### src/rtl/i2c_ptr_pkg.sv
package i2c_ptr_pkg;
  typedef enum logic [2:0] {
    S_IDLE,
    S_RX,
    S_RXACK,
    S_TX,
    S_TXACK
  } st_t;

  typedef enum logic [1:0] {
    K_ADDR,
    K_PTR,
    K_DATA,
    K_GC
  } kind_t;

  localparam logic [6:0] DEV_ADDR   = 7'h48;
  localparam logic [7:0] RESET_WORD = 8'hBF;
  localparam logic [7:0] GC_RESET   = 8'h06;
  localparam logic [7:0] GC_ADDR    = 8'h00;
endpackage

### src/rtl/i2c_ptr_sync.sv
module i2c_ptr_sync #(
  parameter int STAGES = 2
) (
  input  logic clk,
  input  logic rst,
  input  logic scl_i,
  input  logic sda_i,
  output logic scl_s,
  output logic sda_s,
  output logic scl_rise,
  output logic scl_fall,
  output logic start_det,
  output logic stop_det
);
  logic [1:0] raw;
  logic [1:0] synced;
  logic [1:0] last;

  assign raw = {scl_i, sda_i};

  for (genvar g = 0; g < 2; g++) begin : g_line
    logic [STAGES-1:0] chain;
    always_ff @(posedge clk) begin
      if (rst) chain <= '1;
      else     chain <= {chain[STAGES-2:0], raw[g]};
    end
    assign synced[g] = chain[STAGES-1];
  end

  always_ff @(posedge clk) begin
    if (rst) last <= 2'b11;
    else     last <= synced;
  end

  assign scl_s     = synced[1];
  assign sda_s     = synced[0];
  assign scl_rise  = synced[1] & ~last[1];
  assign scl_fall  = ~synced[1] & last[1];
  assign start_det = synced[1] & last[1] & last[0] & ~synced[0];
  assign stop_det  = synced[1] & last[1] & ~last[0] & synced[0];
endmodule

### src/rtl/i2c_ptr_reload.sv
module i2c_ptr_reload #(
  parameter int CYCLES = 7500
) (
  input  logic clk,
  input  logic rst,
  input  logic go,
  output logic busy
);
  localparam int CW = $clog2(CYCLES + 1);
  logic [CW-1:0] cnt;

  always_ff @(posedge clk) begin
    if (rst)             cnt <= '0;
    else if (go)         cnt <= CW'(CYCLES);
    else if (cnt != '0)  cnt <= cnt - 1'b1;
  end

  assign busy = (cnt != '0);
endmodule

### src/rtl/i2c_ptr_slave.sv
module i2c_ptr_slave
  import i2c_ptr_pkg::*;
#(
  parameter int NREGS         = 8,
  parameter int RELOAD_CYCLES = 7500,
  parameter int SYNC_STAGES   = 2
) (
  input  logic       clk,
  input  logic       rst,
  input  logic       scl_i,
  input  logic       sda_i,
  output logic       sda_oe,
  output logic [7:0] reg_addr,
  output logic [7:0] reg_wdata,
  output logic       reg_we,
  input  logic [7:0] reg_rdata,
  output logic       busy
);
  localparam logic [8:0] NREGS_L = 9'(NREGS);

  logic scl_s, sda_s, scl_rise, scl_fall, start_det, stop_det;
  logic reload_go;

  st_t        st;
  kind_t      kind;
  logic [3:0] bitcnt;
  logic [7:0] shreg;
  logic [7:0] txsh;
  logic [7:0] ptr;
  logic       rd_mode;
  logic       rst_pend;
  logic       inc_pend;

  i2c_ptr_sync #(.STAGES(SYNC_STAGES)) u_sync (
    .clk(clk), .rst(rst), .scl_i(scl_i), .sda_i(sda_i),
    .scl_s(scl_s), .sda_s(sda_s), .scl_rise(scl_rise), .scl_fall(scl_fall),
    .start_det(start_det), .stop_det(stop_det)
  );

  i2c_ptr_reload #(.CYCLES(RELOAD_CYCLES)) u_reload (
    .clk(clk), .rst(rst), .go(reload_go), .busy(busy)
  );

  assign reg_addr = ptr;

  always_ff @(posedge clk) begin
    if (rst) begin
      st        <= S_IDLE;
      kind      <= K_ADDR;
      bitcnt    <= '0;
      shreg     <= '0;
      txsh      <= '0;
      ptr       <= '0;
      sda_oe    <= 1'b0;
      rd_mode   <= 1'b0;
      rst_pend  <= 1'b0;
      inc_pend  <= 1'b0;
      reg_we    <= 1'b0;
      reg_wdata <= '0;
      reload_go <= 1'b0;
    end else begin
      reg_we    <= 1'b0;
      reload_go <= 1'b0;
      if (busy) begin
        st     <= S_IDLE;
        sda_oe <= 1'b0;
        if (stop_det) ptr <= '0;
      end else if (stop_det) begin
        st     <= S_IDLE;
        ptr    <= '0;
        sda_oe <= 1'b0;
      end else if (start_det) begin
        st       <= S_RX;
        kind     <= K_ADDR;
        bitcnt   <= '0;
        sda_oe   <= 1'b0;
        rd_mode  <= 1'b0;
        rst_pend <= 1'b0;
        inc_pend <= 1'b0;
      end else begin
        case (st)
          S_RX: begin
            if (scl_rise) begin
              shreg  <= {shreg[6:0], sda_s};
              bitcnt <= bitcnt + 1'b1;
            end else if (scl_fall && bitcnt == 4'd8) begin
              bitcnt <= '0;
              case (kind)
                K_ADDR: begin
                  if (shreg[7:1] == DEV_ADDR) begin
                    sda_oe  <= 1'b1;
                    st      <= S_RXACK;
                    rd_mode <= shreg[0];
                    kind    <= K_PTR;
                  end else if (shreg == GC_ADDR) begin
                    sda_oe <= 1'b1;
                    st     <= S_RXACK;
                    kind   <= K_GC;
                  end else begin
                    st <= S_IDLE;
                  end
                end
                K_PTR: begin
                  sda_oe <= 1'b1;
                  st     <= S_RXACK;
                  kind   <= K_DATA;
                  if (shreg == RESET_WORD) rst_pend <= 1'b1;
                  else                     ptr      <= shreg;
                end
                K_DATA: begin
                  sda_oe   <= 1'b1;
                  st       <= S_RXACK;
                  inc_pend <= 1'b1;
                  if ({1'b0, ptr} < NREGS_L) begin
                    reg_we    <= 1'b1;
                    reg_wdata <= shreg;
                  end
                end
                default: begin
                  if (shreg == GC_RESET) begin
                    sda_oe   <= 1'b1;
                    st       <= S_RXACK;
                    rst_pend <= 1'b1;
                  end else begin
                    st <= S_IDLE;
                  end
                end
              endcase
            end
          end
          S_RXACK: begin
            if (scl_fall) begin
              sda_oe <= 1'b0;
              if (inc_pend) begin
                ptr      <= ptr + 1'b1;
                inc_pend <= 1'b0;
              end
              if (rst_pend) begin
                reload_go <= 1'b1;
                rst_pend  <= 1'b0;
                st        <= S_IDLE;
              end else if (rd_mode) begin
                txsh   <= reg_rdata;
                sda_oe <= ~reg_rdata[7];
                bitcnt <= '0;
                st     <= S_TX;
              end else begin
                st <= S_RX;
              end
            end
          end
          S_TX: begin
            if (scl_fall) begin
              if (bitcnt == 4'd7) begin
                sda_oe <= 1'b0;
                st     <= S_TXACK;
              end else begin
                txsh   <= {txsh[6:0], 1'b0};
                sda_oe <= ~txsh[6];
                bitcnt <= bitcnt + 1'b1;
              end
            end
          end
          S_TXACK: begin
            if (scl_rise) begin
              if (!sda_s) ptr <= ptr + 1'b1;
              else        st  <= S_IDLE;
            end else if (scl_fall) begin
              txsh   <= reg_rdata;
              sda_oe <= ~reg_rdata[7];
              bitcnt <= '0;
              st     <= S_TX;
            end
          end
          default: st <= S_IDLE;
        endcase
      end
    end
  end
endmodule

### config.mk
export PLATFORM = sky130hd
export DESIGN_NAME = i2c_ptr_slave
export DESIGN_NICKNAME = d
export VERILOG_FILES = /design/src/rtl/i2c_ptr_pkg.sv /design/src/rtl/i2c_ptr_sync.sv /design/src/rtl/i2c_ptr_reload.sv /design/src/rtl/i2c_ptr_slave.sv
export SDC_FILE = /design/constraint.sdc
export NUM_CORES = 1
export LEC_CHECK = 0
export BUFFER_PORTS_ARGS = -buffer_cell sky130_fd_sc_hd__buf_2
export CORE_ASPECT_RATIO = 1.1
export CORE_MARGIN = 2
export CORE_UTILIZATION = 30
export CTS_BUF_LIST = sky130_fd_sc_hd__clkbuf_2 sky130_fd_sc_hd__clkbuf_4 sky130_fd_sc_hd__clkbuf_8
export DETAILED_ROUTE_END_ITERATION = 8
export PLACE_DENSITY = 0.44
export SLEW_MARGIN = 20
export SYNTH_ARGS = -nofsm -noshare
export SYNTH_HDL_FRONTEND = slang
export SYNTH_SLANG_ARGS = --single-unit
### constraint.sdc
create_clock -name clk -period 2.6 [get_ports clk]
set_input_delay 0.26 -clock clk [delete_from_list [all_inputs] [get_ports clk]]
set_output_delay 0.26 -clock clk [all_outputs]
set_load 0.05 [all_outputs]
# After elaboration in Yosys (flattened, before gate mapping)
# Index checks and enable logic that the tools add are counted.
[word_totals]
inputBits = 12
reg_bits = 65
word_cells = 224
[classes]
eq_ne = 54
addsub = 3
bitwise_logic = 22
reduce_logical = 34
order_cmp = 1
muxes = 91
[op_table]
columns = ["op", "count"]
rows = [
  ["$mux 8", 12],
  ["$ne 3x3->1 const B", 19],
  ["$mux 7", 7],
  ["$mux 4", 10],
  ["$reduce_and 7->1", 5],
  ["$reduce_and 11->1", 3],
  ["$mux 1", 30],
  ["$mux 13", 2],
  ["$mux 3", 8],
  ["$pmux 8 s3", 1],
  ["$mux 2", 11],
  ["$pmux 7 s3", 1],
  ["$ne 2x2->1 const B", 10],
  ["$ne 4x4->1 const B", 5],
  ["$reduce_and 9->1", 2],
  ["$pmux 4 s4", 1],
  ["$not 1->1", 15],
  ["$reduce_bool 13->1", 1],
  ["$sub 13x1->13 const B", 1],
  ["$ne 4x3->1 const B", 3],
  ["$pmux 3 s4", 1],
  ["$reduce_bool 2->1", 5],
  ["$ne 3x2->1 const B", 3],
  ["$reduce_bool 3->1", 3],
  ["other kinds (31)", 46],
]

# Longest topological paths before layout
[logic_depth]
ltp_word = 9
ltp_mapped = 9
depth_no_buf = 8

# Hierarchy
# Synthesis repeated with hierarchy kept, for this count alone.
[unflattened]
cells_unflattened = 443
area_unflattened_um2 = 3746.1
[by_module_without_submodules]
columns = ["mod", "seq_area_each_um2", "n_inst", "area_per_inst_um2", "cells_per_inst"]
rows = [
  ["i2c_ptr_slave", 920.9, 1, 2859.0, 346],
  ["i2c_ptr_reload", 260.2, 1, 696.9, 81],
  ["i2c_ptr_sync", 120.1, 1, 190.2, 16],
]

# Worst setup path after synthesis
# No wires, ideal clock.
[synth_path]
path_kind = "reg2reg"
startpoint = "reg u_reload.cnt[8]"
endpoint = "reg reg_wdata[0]"
arrival_time_ns = 2.252
setup_slack_ns = 0.221
setup_time_ns = 0.128
stages_incl_launch_ff = 8
cell_sequence = "dfxtp_1 or4_4 nor4_4 inv_2 or4_1 buf_4 mux2i_1 nor2_1"
[synth_via]
elab_chain_cells = 3
[synth_lines]
columns = ["item", "line", "rtl"]
rows = [
  ["from (decl)", "i2c_ptr_reload.sv:10", "logic [CW-1:0] cnt;"],
  ["from (signal assigned)", "i2c_ptr_reload.sv:14", "else if (go) cnt <= CW'(CYCLES);"],
  ["from (signal assigned)", "i2c_ptr_reload.sv:15", "else if (cnt != '0) cnt <= cnt - 1'b1;"],
  ["$reduce_bool 13->1", "i2c_ptr_reload.sv:18", "assign busy = (cnt != '0);"],
  ["$not 1->1 (no source line)", "n/a", ""],
  ["$reduce_and 8->1 (no source line)", "n/a", ""],
  ["to (signal assigned)", "i2c_ptr_slave.sv:116", "reg_wdata <= shreg;"],
  ["to (decl)", "i2c_ptr_slave.sv:14", "output logic [7:0] reg_wdata,"],
]
# Every way passes these cells.
# A chain may end at the register's enable or synchronous reset.

# Worst setup path in the final report
[layout_path]
startpoint = "reg u_sync.last[1]"
endpoint = "reg st[0]"
[layout_via]
elab_chain_cells = 5
elab_cells_between_ends = 21
cone_classes = "7 x eq/ne; 3 x mux; 8 x bitwise; 3 x reduce/logical"
[layout_lines]
columns = ["item", "line", "rtl"]
rows = [
  ["from (decl)", "i2c_ptr_sync.sv:17", "logic [1:0] last;"],
  ["from (signal assigned)", "i2c_ptr_sync.sv:32", "else last <= synced;"],
  ["$and 1x1->1 or $not 1->1 (tied branches)", "i2c_ptr_sync.sv:39, i2c_ptr_sync.sv:40, i2c_ptr_sync.sv:37", ""],
  ["$and 1x1->1 (on tied branches)", "i2c_ptr_sync.sv:39, i2c_ptr_sync.sv:37", ""],
  ["$and 1x1->1 or $mux 3 (tied branches)", "i2c_ptr_sync.sv:39, i2c_ptr_slave.sv:165", ""],
  ["$ne 4x3->1 (no source line) (tied with other cells)", "n/a", ""],
  ["$reduce_and 7->1 (no source line) or $mux 1 (tied branches)", "n/a", ""],
  ["to (signal assigned)", "i2c_ptr_slave.sv:48", "st <= S_IDLE;"],
  ["to (signal assigned)", "i2c_ptr_slave.sv:65", "st <= S_IDLE;"],
  ["to (signal assigned)", "i2c_ptr_slave.sv:69", "st <= S_IDLE;"],
  ["to (decl)", "i2c_ptr_slave.sv:24", "st_t st;"],
]
# Several ways; a longest one is shown, not always the timed one.

==> results.json <==
{
  "timing.critical_path.arrival_ns": 2.66,
  "period_minus_slack_ns": 2.43,
  "status": "completed",
  "timing.final.hold_violations": 0,
  "worstPathRequired_ns": 2.83,
  "synth_mux_area_share_pct": 8.09,
  "cts_hold_repair.buffers": 0,
  "worstPathMaxFanout": 7,
  "die_footprint_um2": 13300,
  "area.sequential_um2": 1300,
  "synth_seq_cells": 65,
  "r2r_setup_slack_ns": 0.17,
  "setup.worst_path.start_class": "flop",
  "grt_setup_unrepaired": "false",
  "crit_type": "reg -> reg",
  "postPlaceCellArea_um2": 4150,
  "synth.avg_cell_area_um2": 8.28,
  "ys.flop_type": "sky130_fd_sc_hd__dfxtp_1",
  "fillerInstances": 1323,
  "final_antenna_net_count": 0,
  "worst_hold_check_path_type": "in -> reg",
  "ff2ff_path_depth": 8,
  "total_of_buffers_placed_on_input_and_output_ports": 30,
  "regToRegStartpoint": "u_sync.last[1]",
  "via_count_of_the_first_global_routing_pass": 3259,
  "cts_inserted_buffers": 9,
  "synth-xor-area-share_pct": 3.52,
  "htree_levels": 3,
  "antennaDiodeCount": 0,
  "most-common-layout-cells": "65 x sky130_fd_sc_hd__dfxtp_1, 52 x sky130_fd_sc_hd__nor2_1, 32 x sky130_fd_sc_hd__a21oi_1",
  "synth.lib_cells_used.distinct": 67,
  "synth_area_um2": 3730,
  "synth_compound_area_share_pct": 18.0,
  "ys.warnings.count": 0,
  "detail_route.wl_per_cell_um": 16.1,
  "timing.max_slew.rel_slack_pct": 47.8,
  "maxClockFrequency_mhz": 411,
  "drtIter0Drc": 224,
  "root_cell_of_the_clock_tree": "sky130_fd_sc_hd__clkbuf_8",
  "cts.sinks": 65,
  "multi_input_area_um2": 2260,
  "grt_pass1_wl_um": 17400,
  "min_delay_path_depth": 2,
  "hold_path_startpoint": "scl_i",
  "finalInstanceArea_um2": 4310,
  "tightest_slew_ns": 0.781,
  "drt-vias-per-instance": 5.22,
  "detailedPlacementHpwl_um": 7610,
  "postRouteWirelength_um": 10400,
  "layout.cells.most_common": "sky130_fd_sc_hd__dfxtp_1",
  "io-pin-count": 31,
  "post_route_clock_period_utilization_pct": 93.6,
  "gr-usage-all-layers_pct": 17.0,
  "yosys.area.top_type": "sky130_fd_sc_hd__dfxtp_1",
  "power_density_nw_per_um2": 674,
  "post_synth_inst_count": 450,
  "dominant_combinational_cell_family_by_area_after_synthesis": "simple AND/OR/NAND/NOR gates",
  "residual_overflow_from_global_routing": 0,
  "initial_utilization_pct": 30.8,
  "synthAdderAreaFrac_pct": 4.03,
  "antenna_violations_before_repair": 0,
  "synth.yosys.seq_area_share_pct": 34.9,
  "drt_pre_antenna_iters": 4,
  "drive_above_1_share_pct": 16.6,
  "min_to": "u_sync.g_line[1].chain[0]",
  "area_contributors_post_synth": "sky130_fd_sc_hd__dfxtp_1 35%, sky130_fd_sc_hd__mux2i_1 7.8%, sky130_fd_sc_hd__nor2_1 5.2%",
  "route.vias.total": 3380,
  "final-max-slew-violation-count": 0,
  "layout-area-overhead-vs-synth_pct": 15.6,
  "max_clock_buf_depth": 2,
  "synth_enable_flop_cells": 0,
  "hold_ws_ns": 0.102,
  "timing.rr.end": "st[0]",
  "die-height_um": 121,
  "post-cts-setup-buffers": 0,
  "cap_violations": 0,
  "fin_worst_skew_ns": 0.0124,
  "rows": 42,
  "post_layout_utilization_of_the_core_pct": 35.6,
  "clk_pin_slew_ns": 0.07,
  "setup-violations-final": 0,
  "synthesized_area_fraction_occupied_by_and_or_nand_nor_cells_pct": 26.9,
  "finalWeightedCongestion": 0.854,
  "ir_worst_vdd_uv": 312,
  "synth_nets": 474,
  "grt_max_degree": 36,
  "synth-async-reset-ratio_pct": 0,
  "yosysTopAreaCellShare_pct": 34.9,
  "finalNetCount": 514,
  "p_leak_nw": 1.69,
  "drc_errors": 0,
  "die_w_um": 110,
  "core-area_um2": 12100,
  "clk_latency_ns": 0.34,
  "critical_path_endpoint_category": "flop",
  "tritoncts": "done"
}
-- per-stage QoR --
stage	instances	TNS, ns	power [W]	worst slack [ns]
5_1_grt	647	0	0.00312	0.00135
6_report	647	0	0.00290	0.167
3_3_place_gp	633	0	0.00219	0.0273
3_5_place_dp	633	-0.0246	0.00218	-0.0176
4_1_cts	647	0	0.00295	0.160
2_1_floorplan	450	0	0.00190	0.221
-- where the power goes --
part	total [W]	switching, W	internal, W
registers	0.00117	0.0000908	0.00108
clock network	0.000731	0.000390	0.000341
logic	0.00100	0.000599	0.000401
-- routing by layer --
layer	part of all wire [%]	wire length (µm)	up-vias	global-route usage (%)
met1	49	5080	1593	23.6
li1	-	-	1722	-
met2	47	4930	55	26.1
met4	1.8	188	0	7.73
met3	2.2	232	10	2.09
met5	0	0	-	0
-- what timing repair did --
item,in CTS,in global routing
setup endpoints to repair,2,0
resized for setup,1,0
hold endpoints to repair,0,0
-- worst max-delay path: stages, from the launching register on --
cell and delay, ns:
sky130_fd_sc_hd__dfxtp_1 0.36, sky130_fd_sc_hd__inv_1 0.05, sky130_fd_sc_hd__ha_1 0.25, sky130_fd_sc_hd__nor4bb_1 0.38
sky130_fd_sc_hd__buf_4 0.22, sky130_fd_sc_hd__a21oi_1 0.11, sky130_fd_sc_hd__nor4_1 0.53, sky130_fd_sc_hd__mux2i_1 0.32
sky130_fd_sc_hd__a21oi_1 0.09
-- cells in the mapped netlist (3+ instances only) --
library cell               instances
sky130_fd_sc_hd__dfxtp_1          65
sky130_fd_sc_hd__nor2_1           52
sky130_fd_sc_hd__a21oi_1          32
sky130_fd_sc_hd__mux2i_1          29
sky130_fd_sc_hd__nand2_1          23
sky130_fd_sc_hd__clkbuf_1         21
sky130_fd_sc_hd__inv_1            18
sky130_fd_sc_hd__o21ai_0          18
sky130_fd_sc_hd__nand3_1          13
sky130_fd_sc_hd__ha_1             12
sky130_fd_sc_hd__nor3_1           12
sky130_fd_sc_hd__or3_1            10
sky130_fd_sc_hd__nand4_1           9
sky130_fd_sc_hd__xor2_1            9
sky130_fd_sc_hd__nand2b_1          8
sky130_fd_sc_hd__nand3b_1          7
sky130_fd_sc_hd__nor4_1            7
sky130_fd_sc_hd__nor2b_1           6
sky130_fd_sc_hd__xnor2_1           6
sky130_fd_sc_hd__a211oi_1          5
sky130_fd_sc_hd__nor3b_1           5
sky130_fd_sc_hd__o31ai_1           5
sky130_fd_sc_hd__or2_2             5
sky130_fd_sc_hd__or4_1             5
sky130_fd_sc_hd__a211o_1           4
sky130_fd_sc_hd__and3_1            4
sky130_fd_sc_hd__a21boi_0          3
sky130_fd_sc_hd__a41oi_1           3
sky130_fd_sc_hd__and3b_1           3
sky130_fd_sc_hd__o211ai_1          3
sky130_fd_sc_hd__o221ai_1          3
-- worst max-delay path by stage --
stage                          from           end  slack, ns
floorplan           u_reload.cnt[8]  reg_wdata[0]       0.22
global placement    u_reload.cnt[8]       kind[0]       0.03
CTS                  u_sync.last[1]         st[0]       0.16
global route         u_sync.last[1]  reg_wdata[3]      0.001
detailed placement  u_reload.cnt[8]       kind[0]      -0.02
finish               u_sync.last[1]         st[0]       0.17
-- flip-flops by register name, indices dropped and copies added, names as in the netlist --
register	count
u_reload.cnt	13
reg_addr	8
reg_wdata	8
shreg	8
txsh	7
bitcnt	4
u_sync.g_line.chain	4
st	3
kind	2
u_sync.last	2
inc_pend	1
rd_mode	1
reg_we	1
reload_go	1
rst_pend	1
sda_oe	1
-- final cells by class --
cell class	instances	area share (%)
multi-input cells	341	52.5
flip-flops and latches	65	30.2
repair buffers	53	7.49
well taps	154	4.47
clock buffers	10	3.05
inverters	20	1.74
clock inverters	4	0.523
-- cells by family after synthesis --
logic type	after synthesis
XOR/XNOR	15
AND/OR/NAND/NOR	182
AO/OA/AOI/OAI	102
adder cells (fa/ha/maj)	12
multiplexers	30
buffers and inverters	44
flip-flops	65
(Power assumes the default switching activity.)
